$ cat config.mk
export PLATFORM = sky130hd
export DESIGN_NAME = mem_clk_change_coord
export DESIGN_NICKNAME = d
export VERILOG_FILES = /design/src/rtl/mccc_pkg.sv /design/src/rtl/mccc_path_sel.sv /design/src/rtl/mccc_seq.sv /design/src/rtl/mccc_out.sv /design/src/rtl/mem_clk_change_coord.sv
export SDC_FILE = /design/constraint.sdc
export NUM_CORES = 1
export LEC_CHECK = 0
export ABC_AREA = 1
export BUFFER_PORTS_ARGS = -buffer_cell sky130_fd_sc_hd__buf_2
export CORE_AREA = 2 2 39 41
export CTS_CLUSTER_DIAMETER = 120
export DETAILED_ROUTE_END_ITERATION = 16
export DIE_AREA = 0 0 41 43
export PLACE_DENSITY = 0.7
export SYNTH_ARGS = -nofsm -noshare
export SYNTH_HDL_FRONTEND = slang
export SYNTH_HIERARCHICAL = 1
export SYNTH_SLANG_ARGS = --single-unit
$ cat constraint.sdc
create_clock -name clk -period 2.7 [get_ports clk]
set_input_delay 0.54 -clock clk [delete_from_list [all_inputs] [get_ports clk]]
set_output_delay 0.54 -clock clk [all_outputs]
set_load 0.005 [all_outputs]
$ cat src/rtl/mccc_pkg.sv
package mccc_pkg;

    typedef enum logic [3:0] {
        ST_IDLE     = 4'd0,
        ST_A_DRAIN  = 4'd1,
        ST_A_SREF   = 4'd2,
        ST_A_CLKOFF = 4'd3,
        ST_A_PLL    = 4'd4,
        ST_A_CLKON  = 4'd5,
        ST_R_PLL    = 4'd6,
        ST_R_INIT   = 4'd7,
        ST_FIN      = 4'd8
    } seq_state_e;

    typedef struct packed {
        seq_state_e state;
    } seq_regs_t;

    typedef struct packed {
        logic path_act;
    } path_regs_t;

    typedef struct packed {
        logic clk_stopped;
    } out_regs_t;

    localparam int unsigned NUM_REQ = 5;

endpackage

$ cat src/rtl/mccc_path_sel.sv
module mccc_path_sel
    import mccc_pkg::*;
(
    input  logic clk,
    input  logic rst_n,
    input  logic chg_req,
    input  logic busy,
    input  logic mc_in_reset,
    output logic accept,
    output logic path_act
);

    path_regs_t path_d, path_q;

    always_comb begin
        path_d = path_q;
        accept = chg_req && !busy;
        if (accept) begin
            path_d.path_act = !mc_in_reset;
        end
    end

    always_ff @(posedge clk) begin
        if (!rst_n) begin
            path_q <= '0;
        end else begin
            path_q <= path_d;
        end
    end

    assign path_act = path_q.path_act;


    ignore_busy_req_chk: assert property (@(posedge clk) disable iff (!rst_n)
        (busy && chg_req) |=> $stable(path_act));

endmodule

$ cat src/rtl/mccc_seq.sv
module mccc_seq
    import mccc_pkg::*;
(
    input  logic       clk,
    input  logic       rst_n,
    input  logic       accept,
    input  logic       mc_in_reset,
    input  logic       mc_drained,
    input  logic       sref_ack,
    input  logic       clk_ack,
    input  logic       pll_done,
    input  logic       init_done,
    output seq_state_e state
);

    seq_regs_t seq_d, seq_q;

    always_comb begin
        seq_d = seq_q;
        unique case (seq_q.state)
            ST_IDLE: begin
                if (accept) begin
                    seq_d.state = mc_in_reset ? ST_R_PLL : ST_A_DRAIN;
                end
            end
            ST_A_DRAIN: begin
                if (mc_drained) begin
                    seq_d.state = ST_A_SREF;
                end
            end
            ST_A_SREF: begin
                if (sref_ack) begin
                    seq_d.state = ST_A_CLKOFF;
                end
            end
            ST_A_CLKOFF: begin
                if (clk_ack) begin
                    seq_d.state = ST_A_PLL;
                end
            end
            ST_A_PLL: begin
                if (pll_done) begin
                    seq_d.state = ST_A_CLKON;
                end
            end
            ST_A_CLKON: begin
                if (clk_ack) begin
                    seq_d.state = ST_FIN;
                end
            end
            ST_R_PLL: begin
                if (pll_done) begin
                    seq_d.state = ST_R_INIT;
                end
            end
            ST_R_INIT: begin
                if (init_done) begin
                    seq_d.state = ST_FIN;
                end
            end
            ST_FIN: begin
                seq_d.state = ST_IDLE;
            end
            default: begin
                seq_d.state = ST_IDLE;
            end
        endcase
    end

    always_ff @(posedge clk) begin
        if (!rst_n) begin
            seq_q.state <= ST_IDLE;
        end else begin
            seq_q <= seq_d;
        end
    end

    assign state = seq_q.state;


    pll_wait_chk: assert property (@(posedge clk) disable iff (!rst_n)
        (state == ST_A_PLL && !pll_done) |=> state == ST_A_PLL);


    drain_wait_chk: assert property (@(posedge clk) disable iff (!rst_n)
        (state == ST_A_DRAIN && !mc_drained) |=> state == ST_A_DRAIN);


    init_after_pll_chk: assert property (@(posedge clk) disable iff (!rst_n)
        (state == ST_R_INIT) |-> ($past(state) == ST_R_PLL || $past(state) == ST_R_INIT));

endmodule

$ cat src/rtl/mccc_out.sv
module mccc_out
    import mccc_pkg::*;
(
    input  logic       clk,
    input  logic       rst_n,
    input  seq_state_e state,
    input  logic       clk_ack,
    output logic       busy,
    output logic       done,
    output logic       mc_block,
    output logic       sref_req,
    output logic       clk_off_req,
    output logic       clk_on_req,
    output logic       mc_clk_stopped,
    output logic       pll_start,
    output logic       mc_rst_hold,
    output logic       init_start
);

    out_regs_t out_d, out_q;
    logic [NUM_REQ-1:0] req_vec;

    always_comb begin
        out_d = out_q;
        if (state == ST_A_CLKOFF && clk_ack) begin
            out_d.clk_stopped = 1'b1;
        end else if (state == ST_A_CLKON && clk_ack) begin
            out_d.clk_stopped = 1'b0;
        end
    end

    always_ff @(posedge clk) begin
        if (!rst_n) begin
            out_q <= '0;
        end else begin
            out_q <= out_d;
        end
    end

    always_comb begin
        busy        = (state != ST_IDLE);
        done        = (state == ST_FIN);
        mc_block    = (state == ST_A_DRAIN) || (state == ST_A_SREF) ||
                      (state == ST_A_CLKOFF) || (state == ST_A_PLL) ||
                      (state == ST_A_CLKON);
        sref_req    = (state == ST_A_SREF);
        clk_off_req = (state == ST_A_CLKOFF);
        clk_on_req  = (state == ST_A_CLKON);
        pll_start   = (state == ST_A_PLL) || (state == ST_R_PLL);
        mc_rst_hold = (state == ST_R_PLL);
        init_start  = (state == ST_R_INIT);
    end

    assign mc_clk_stopped = out_q.clk_stopped;
    assign req_vec = {sref_req, clk_off_req, clk_on_req, pll_start, init_start};


    one_req_chk: assert property (@(posedge clk) disable iff (!rst_n)
        $onehot0(req_vec));


    pll_safe_chk: assert property (@(posedge clk) disable iff (!rst_n)
        pll_start |-> (mc_rst_hold || mc_clk_stopped));


    done_pulse_chk: assert property (@(posedge clk) disable iff (!rst_n)
        done |=> (!done && !busy));


    init_released_chk: assert property (@(posedge clk) disable iff (!rst_n)
        init_start |-> !mc_rst_hold);


    clk_back_chk: assert property (@(posedge clk) disable iff (!rst_n)
        done |-> !mc_clk_stopped);

endmodule

$ cat src/rtl/mem_clk_change_coord.sv
module mem_clk_change_coord
    import mccc_pkg::*;
(
    input  logic clk,
    input  logic rst_n,
    input  logic chg_req,
    input  logic mc_in_reset,
    input  logic mc_drained,
    input  logic sref_ack,
    input  logic clk_ack,
    input  logic pll_done,
    input  logic init_done,
    output logic busy,
    output logic done,
    output logic path_act,
    output logic mc_block,
    output logic sref_req,
    output logic clk_off_req,
    output logic clk_on_req,
    output logic mc_clk_stopped,
    output logic pll_start,
    output logic mc_rst_hold,
    output logic init_start
);

    logic       accept;
    seq_state_e state;

    mccc_path_sel u_path (
        .clk         (clk),
        .rst_n       (rst_n),
        .chg_req     (chg_req),
        .busy        (busy),
        .mc_in_reset (mc_in_reset),
        .accept      (accept),
        .path_act    (path_act)
    );

    mccc_seq u_seq (
        .clk         (clk),
        .rst_n       (rst_n),
        .accept      (accept),
        .mc_in_reset (mc_in_reset),
        .mc_drained  (mc_drained),
        .sref_ack    (sref_ack),
        .clk_ack     (clk_ack),
        .pll_done    (pll_done),
        .init_done   (init_done),
        .state       (state)
    );

    mccc_out u_out (
        .clk            (clk),
        .rst_n          (rst_n),
        .state          (state),
        .clk_ack        (clk_ack),
        .busy           (busy),
        .done           (done),
        .mc_block       (mc_block),
        .sref_req       (sref_req),
        .clk_off_req    (clk_off_req),
        .clk_on_req     (clk_on_req),
        .mc_clk_stopped (mc_clk_stopped),
        .pll_start      (pll_start),
        .mc_rst_hold    (mc_rst_hold),
        .init_start     (init_start)
    );


    block_first_chk: assert property (@(posedge clk) disable iff (!rst_n)
        (accept && !mc_in_reset) |=> (mc_block && !sref_req && !pll_start));


    accept_busy_chk: assert property (@(posedge clk) disable iff (!rst_n)
        accept |=> (busy && path_act == !$past(mc_in_reset)));

endmodule

==> results.toml, run 1 <==
[status]
status = "complete, no violations"

[clock_network]
cts_root_buf = "clkbuf_4"
postCtsSetupRepairBufs = 0
tritoncts = "built"
h-tree-depth = 1
clock-sinks = 6
clkLatencyLatePin_ns = 0.24
cts_buffers = 3
clkTransAtPathRegs_ns = 0.04
clock_path_buffers = 2
cts_resized = 0
cts_hold_buf = 0

[routing]
routed-wl-met2_um = 634
wirelength_um = 1330
vias = 633
routed-wl-met3_um = 76
first_iter_violations = 14
route.detailed.drc = 0
top_layer = "met4"
vias_per_cell = 4.76
wl_per_cell_um = 9.97
m1WireLength_um = 592
dr.pass1.iters = 4
detail-route-antenna-nets = 0

[final_layout]
nets = 128
diodes = 0
multi_input_area_um2 = 388
drive_gt1_frac = 0.393
seqCellArea_um2 = 120
syn_to_final_growth_pct = 24.1
fillers = 153

[placed_design]
numPortBuffers = 19
dp_hpwl_um = 1080
gp_congestion = 0.897
pre_cts_ws_ns = 1.07

[timing]
fin_crit_sh = 0.695
worst_slew_margin_rel = 0.701
max_freq_mhz = 533
hold_violations = 0
rsz0062_at_grt = "false"
skew_ns = 0.00311
setup_tns_ns = 0
layout_min_cycle_time_ns = 1.88
layout_setup_ws_ns = 0.824
tightest_slew_ns = 0.449
slew_viol_final = 0
setup_viol = 0

[synth]
synth.most_common_cell = "nand2_1"
synth_seq_cells = 6
synth_top_cells_by_count = "nand2_1, nor2_1, inv_1"
synthesis.area_um2 = 572
synthesis.nets = 104
synth_top_area_share = 0.210
synth_cells = 95
ys_top_cells_by_area = "dfxtp_1, nand2_1, nor2_1"
seq_area_frac_synth = 0.210
avgSynthCellArea_um2 = 6.02
synthArstFlopShare = 0
yosys_warnings = 6
yosysTopAreaCell = "dfxtp_1"
yosys_most_used_dff = "dfxtp_1"
synth-edff-count = 0
synth_cell_types = 17

[critical_path]
path_class = "reg2out"
r2r_cells = 10
critPathArrivalTime_ns = 1.34
cp_top_family = "flip-flops"
r2r_setup_slack_ns = 1.09
crit_cells = 3
cp_max_fo = 10
cp.required_ns = 2.16
slowest_stage = "dfxtp_1"
startpoint_type = "flip-flop"
cp_cell_sequence = "inv_1 > nor3_1 > buf_2"
crit_buf_inv = 2
end_kind = "output port"
slowest_delay_ns = 0.59

[power_and_ir_drop]
p_leak_nw = 0.394
power_density_mw_per_mm2 = 1010
peakVddDrop_uv = 450

[global_route]
grt_pass1_wl_um = 2040
grt_max_degree = 13
antenna_found_initial = 0
grt_usage = 0.176
globalRouteOverflowTotal = 0
grt_pass1_vias = 531

[die]
die_w_um = 41
row_count = 14
coreArea_mm2 = 0.00138
num_io_pins = 20
dieArea_mm2 = 0.00176
start_util = 0.413
chipHeight_um = 43

[hold_path]
hp-class = "reg2reg"
holdPathStages = 2

[run]
maxCapViolCount = 0
## cells by family after synthesis
logic type | share of synthesized area
buffers and inverters | 0.112
DFF | 0.210
and+or+nand+nor | 0.632
AOI/OAI and AO/OA | 0.0459
## path summary, 6_finish.rpt
kind | startpoint | end
worst min register to register | u_out/mc_clk_stopped | u_out/mc_clk_stopped
worst min-delay path | u_out/mc_clk_stopped | u_out/mc_clk_stopped
worst max-delay path | u_seq/state[1] | mc_rst_hold
worst max register to register | u_seq/state[1] | u_seq/state[1]
## routing by layer
metal	GRT usage	vias to the layer above
li1	-	343
met1	0.188	266
met2	0.288	22
met3	0.0471	2
met4	0.107	0
met5	0	-
## stage by stage
stage / area, um2 / hold WS [ns] / power, W / utilization / instances
2_1_floorplan: 572 / 0.450 / 0.000522 / - / 95
5_1_grt: 709 / 0.473 / 0.000796 / 0.513 / 133
4_1_cts: 709 / 0.452 / 0.000722 / 0.513 / 133
6_report: 709 / 0.449 / 0.000720 / 0.513 / 133
3_5_place_dp: 687 / 0.447 / 0.000638 / 0.496 / 130
3_3_place_gp: 687 / 0.443 / 0.000634 / 0.496 / 130
## worst reg2reg max path, cell delays in order (launching register included)
cell and delay [ns]:
dfxtp_1 0.44, nor2_1 0.25, nand2_1 0.12, nor2_1 0.11, inv_1 0.06, nand3_2 0.09, nand2_2 0.07, nor2_4 0.12
nand2_4 0.07, nor2_1 0.12, nor2_2 0.05
## layout make-up
class,instances,share of cell area
multi-input cells,72,0.547
flip-flops and latches,6,0.169
repair buffers,19,0.134
inverters,17,0.0899
clock buffers,3,0.0317
well taps,16,0.0282
## power breakdown
part	total (W)	switching, W	internal, W
clock	0.0000779	0.0000279	0.0000500
sequential	0.000166	0.0000528	0.000113
combinational	0.000476	0.000296	0.000180
total	0.000720	0.000377	0.000343
## flip-flops by register name, summed over array words and instances, names as in the netlist
name / count
u_seq/state: 4
u_out/mc_clk_stopped: 1
u_path/path_act: 1
## cell usage in the layout, fill, tap and decap left out
cell type / instances
clkbuf_4: 3
nand2_1: 19
dfxtp_1: 6
nand2_2: 3
o21ai_0: 1
a21oi_1: 3
nand4_1: 1
nor2_2: 7
nand2_4: 1
nand3_2: 3
o22ai_1: 1
nor2_1: 14
nor3_1: 5
buf_2: 19
inv_2: 5
inv_1: 12
nand3_1: 9
nor3b_2: 1
nor2_4: 4
Power figures use the tool's default switching activity.
==> inputs of run 2 (changes only) <==
clock period = 1.8 ns   (was 2.7 ns; I/O delays follow)
==> run 2 against run 1 <==
Sequential power up 34%. Utilization up 0.54 points. Critical path type unchanged. Count of clock-buffer cells in the layout unchanged. Sequential share of layout area down 0.18 points. Global-route usage down 1.3 points. Largest power group unchanged. Non-clock buffer count up 1. Via count up 3.5%. Die area unchanged. Highest routed layer unchanged.
==> results.toml, run 2 (synthesis results as in run 1) <==
[routing]
vias = 655
route.detailed.drc = 0
wirelength_um = 1310
dr.pass1.iters = 4
detail-route-antenna-nets = 0
wl_per_cell_um = 9.78
first_iter_violations = 8
vias_per_cell = 4.89

[critical_path]
slowest_delay_ns = 0.56
cp.required_ns = 1.44
critPathArrivalTime_ns = 1.30
cp_cell_sequence = "inv_1 > nor3_1 > buf_2"
cp_max_fo = 10
slowest_stage = "dfxtp_1"
startpoint_type = "flip-flop"
path_class = "reg2out"
r2r_cells = 10
end_kind = "output port"

[timing]
worst_slew_margin_rel = 0.734
setup_tns_ns = 0
rsz0062_at_grt = "false"
tightest_slew_ns = 0.399
skew_ns = 0.00728
setup_viol = 0
hold_violations = 0
max_freq_mhz = 603
layout_min_cycle_time_ns = 1.66
slew_viol_final = 0
fin_crit_sh = 0.922

[die]
num_io_pins = 20
dieArea_mm2 = 0.00176
coreArea_mm2 = 0.00138
start_util = 0.413
die_w_um = 41
row_count = 14
chipHeight_um = 43

[clock_network]
clkTransAtPathRegs_ns = 0.05
cts_buffers = 3
cts_resized = 0
clock_path_buffers = 2
postCtsSetupRepairBufs = 0
clock-sinks = 6
cts_hold_buf = 0
clkLatencyLatePin_ns = 0.24
h-tree-depth = 1
tritoncts = "built"
cts_root_buf = "clkbuf_4"

[status]
status = "complete, no violations"

[power_and_ir_drop]
finalPower_w = 0.00109
p_leak_nw = 0.399
peakVddDrop_uv = 877
power_frac_clock = 0.110
p_sw_w = 0.000570
p_int_w = 0.000525
power_density_mw_per_mm2 = 1530
seqPwrFrac = 0.203
switching_share = 0.521
p_comb_frac = 0.687

[final_layout]
drive_gt1_frac = 0.398
top_register = "u_seq/state"
diodes = 0
layout_common_cells = "buf_2, nand2_1, nor2_1, inv_1, nand3_1"
largest_reg_flops = 4
fin_cells = 134
syn_to_final_growth_pct = 25.4
nets = 129

[placed_design]
dp_hpwl_um = 1040
dp_cells = 131
numPortBuffers = 19
gp_congestion = 0.912

[run]
maxCapViolCount = 0

[global_route]
globalRouteOverflowTotal = 0
grt_max_degree = 12
antenna_found_initial = 0
grt_usage = 0.163
grt_pass1_vias = 543
grt_pass1_wl_um = 2000

[hold_path]
holdPathStages = 3
hp-class = "in2reg"
==> run 2: changes by cell type in the layout (fill, tap and decap cells not counted) <==
cell	before	now
buf_4	0	1
==> run 2: per-stage QoR <==
stage / setup slack, ns / hold WS [ns] / util / area (um2)
3_3_place_gp: 0.341 / 0.442 / 0.502 / 694
3_5_place_dp: 0.251 / 0.450 / 0.502 / 694
2_1_floorplan: 0.380 / 0.450 / - / 572
6_report: 0.141 / 0.391 / 0.518 / 717
4_1_cts: 0.137 / 0.390 / 0.518 / 717
5_1_grt: 0.0181 / 0.405 / 0.518 / 717
==> run 2: power by group through the flow <==
stage	combinational, W	sequential, W	clock (W)
final	0.000752	0.000222	0.000121
after CTS	0.000748	0.000222	0.000125
after global placement	0.000737	0.000224	0
after detailed placement	0.000742	0.000225	0
after floorplan	0.000547	0.000236	0
after global routing	0.000836	0.000229	0.000134
==> run 2: final cells by class <==
cell class,count,area (um2)
fill,149,667
tap,16,20.0
timing repair buffer,20,103
inverter,17,63.8
sequential,6,120
clock buffer,3,22.5
multi-input combinational,72,388
==> run 2: path summary, 6_finish.rpt <==
path / from / to / slack, ns
setup reg to reg: u_seq/state[1] / u_seq/state[2] / 0.22
setup / recovery: u_seq/state[1] / clk_off_req / 0.14
hold / removal: rst_n / u_seq/state[0] / 0.39
hold reg to reg: u_out/mc_clk_stopped / u_out/mc_clk_stopped / 0.45
==> run 2: routing by layer <==
metal  GRT usage  part of all wire
met1       0.192              0.45
met2       0.266              0.48
met3      0.0314             0.057
met4      0.0800             0.013
met5           0                 0
==> run 2: critical path, delay by kind of cell, from the launching register on <==
kind,cells,cell delay [ns]
flops,1,0.56
buf+inv,2,0.29
simple gates,1,0.21
==> inputs of run 3 (changes only) <==
clock period = 1.6 ns   (was 1.8 ns; I/O delays follow)
==> run 3 against run 2 <==
Register-to-register slack got worse by 0.06 ns. Sequential power increased by 2%. Via count increased by 3.5%. Worst hold slack got worse by 0.048 ns. First-iteration DRC count increased by 63%. Global-route usage increased by 3.7 points. Utilization increased by 1.4 points. Routed wire length increased by 7.9%. Design area increased by 2.6%. Final cell count increased by 1.5%. Critical path type unchanged. Largest cell class unchanged. Highest routed layer unchanged.
==> results.toml, run 3 (synthesis results as in run 1) <==
[status]
status = "complete, no violations"

[die]
dieArea_mm2 = 0.00176
die_w_um = 41
num_io_pins = 20
chipHeight_um = 43
coreArea_mm2 = 0.00138
row_count = 14
start_util = 0.413

[power_and_ir_drop]
seqPwrFrac = 0.180
p_int_w = 0.000609
p_comb_frac = 0.713
power_density_mw_per_mm2 = 1710
p_sw_w = 0.000650
switching_share = 0.517
power_frac_clock = 0.107
peakVddDrop_uv = 801
p_leak_nw = 0.410

[timing]
setup_tns_ns = 0
layout_min_cycle_time_ns = 1.50
rsz0062_at_grt = "false"
slew_viol_final = 0
setup_viol = 0
skew_ns = 0.00441
holdWs_ns = 0.343
fin_crit_sh = 0.936
max_freq_mhz = 668
worst_slew_margin_rel = 0.831
hold_violations = 0
tightest_slew_ns = 0.252

[critical_path]
r2r_cells = 10
r2r_setup_slack_ns = 0.16
r2r_start = "u_seq/state[1]"
cp.required_ns = 1.28
cp_cell_sequence = "buf_4 > inv_1 > nor3_1 > buf_2"
critPathArrivalTime_ns = 1.18
startpoint = "u_seq/state[1]"
cp_top_family = "buffers and inverters"
slowest_stage = "dfxtp_1"
cp_max_fo = 9
startpoint_type = "flip-flop"
r2r-end = "u_seq/state[1]"
end_kind = "output port"
slowest_delay_ns = 0.33
crit_buf_inv = 3
path_class = "reg2out"

[routing]
first_iter_violations = 13
vias = 678
wl_per_cell_um = 10.4
detail-route-antenna-nets = 0
route.detailed.drc = 0
vias_per_cell = 4.99
wirelength_um = 1410
dr.pass1.iters = 4

[placed_design]
gp_congestion = 0.916
dp_hpwl_um = 1120
numPortBuffers = 19
placed_cell_area_um2 = 709

[final_layout]
nets = 131
drive_gt1_frac = 0.425
fillers = 140
design_area_um2 = 736
top_register = "u_seq/state"
finalCoreUtilization = 0.532
multi_input_area_um2 = 390
layout_common_cells = "buf_2, nand2_1, nor2_1, inv_1, nand3_1"
diodes = 0
syn_to_final_growth_pct = 28.7
largest_reg_flops = 4
seqCellArea_um2 = 121

[global_route]
grt_usage = 0.200
grt_max_degree = 12
globalRouteOverflowTotal = 0
grt_pass1_wl_um = 2430
grt_pass1_vias = 635
antenna_found_initial = 0

[clock_network]
clock-sinks = 6
clkLatencyLatePin_ns = 0.24
tritoncts = "built"
clock_path_buffers = 2
postCtsSetupRepairBufs = 0
cts_root_buf = "clkbuf_4"
cts_hold_buf = 0
clkTransAtPathRegs_ns = 0.04
h-tree-depth = 1
cts_buffers = 3

[run]
maxCapViolCount = 0

[hold_path]
min_to = "u_out/mc_clk_stopped"
hp-class = "in2reg"
min_from = "rst_n"
holdPathStages = 3
[run 3: cell count changes in the layout (fill, tap and decap cells not counted), sizes merged]
cell / previous run / this run
buf: 20 / 22
[run 3: layout make-up]
type,instances,area share
multi-input cells,72,0.531
well taps,16,0.0272
clock buffers,3,0.0306
repair buffers,22,0.160
inverters,17,0.0867
flip-flops and latches,6,0.165
[run 3: worst max path at each step]
| stage | to | slack (ns) | cells past startpoint |
|---|---|---|---|
| 2_1_floorplan | u_seq/state[1] | 0.18 | 10 |
| 3_5_place_dp | u_seq/state[1] | 0.14 | 10 |
| 4_1_cts | clk_on_req | 0.05 | 5 |
| 5_1_grt | u_seq/state[1] | 0.02 | 10 |
| 3_3_place_gp | u_seq/state[1] | 0.21 | 10 |
| 6_report | clk_off_req | 0.10 | 4 |
[run 3: per-layer routing]
metal	track usage	vias to the layer above	routed length, um	share of wire
met5	0	-	0	0
met4	0.0467	0	7	0.0050
met3	0.0890	2	113	0.080
met2	0.334	33	714	0.51
met1	0.220	294	577	0.41
li1	-	349	-	-
[run 3: repair_timing]
action | in CTS | in global routing
endpoints found under the setup margin | 0 | 8
gates resized for setup | 0 | 2
hold endpoints to repair | 0 | 0
[run 3: through the flow]
step,power (W),instances,setup slack (ns)
2_1_floorplan,0.000881,95,0.180
3_3_place_gp,0.00110,133,0.210
3_5_place_dp,0.00112,133,0.135
6_report,0.00126,136,0.102
4_1_cts,0.00126,136,0.0478
5_1_grt,0.00139,136,0.0175
[run 3: power by group through the flow]
stage | clock network [W] | registers (W) | logic, W
floorplan | 0 | 0.000266 | 0.000615
global placement | 0 | 0.000221 | 0.000878
detailed placement | 0 | 0.000224 | 0.000893
CTS | 0.000142 | 0.000223 | 0.000897
global route | 0.000150 | 0.000234 | 0.00100
finish | 0.000135 | 0.000227 | 0.000897
[run 3: tightest hold or removal path: cells and delay by family]
| family | cells | cell delay, ns |
|---|---|---|
| AOI/OAI and AO/OA | 1 | 0.03 |
| buffers and inverters | 2 | 0.18 |
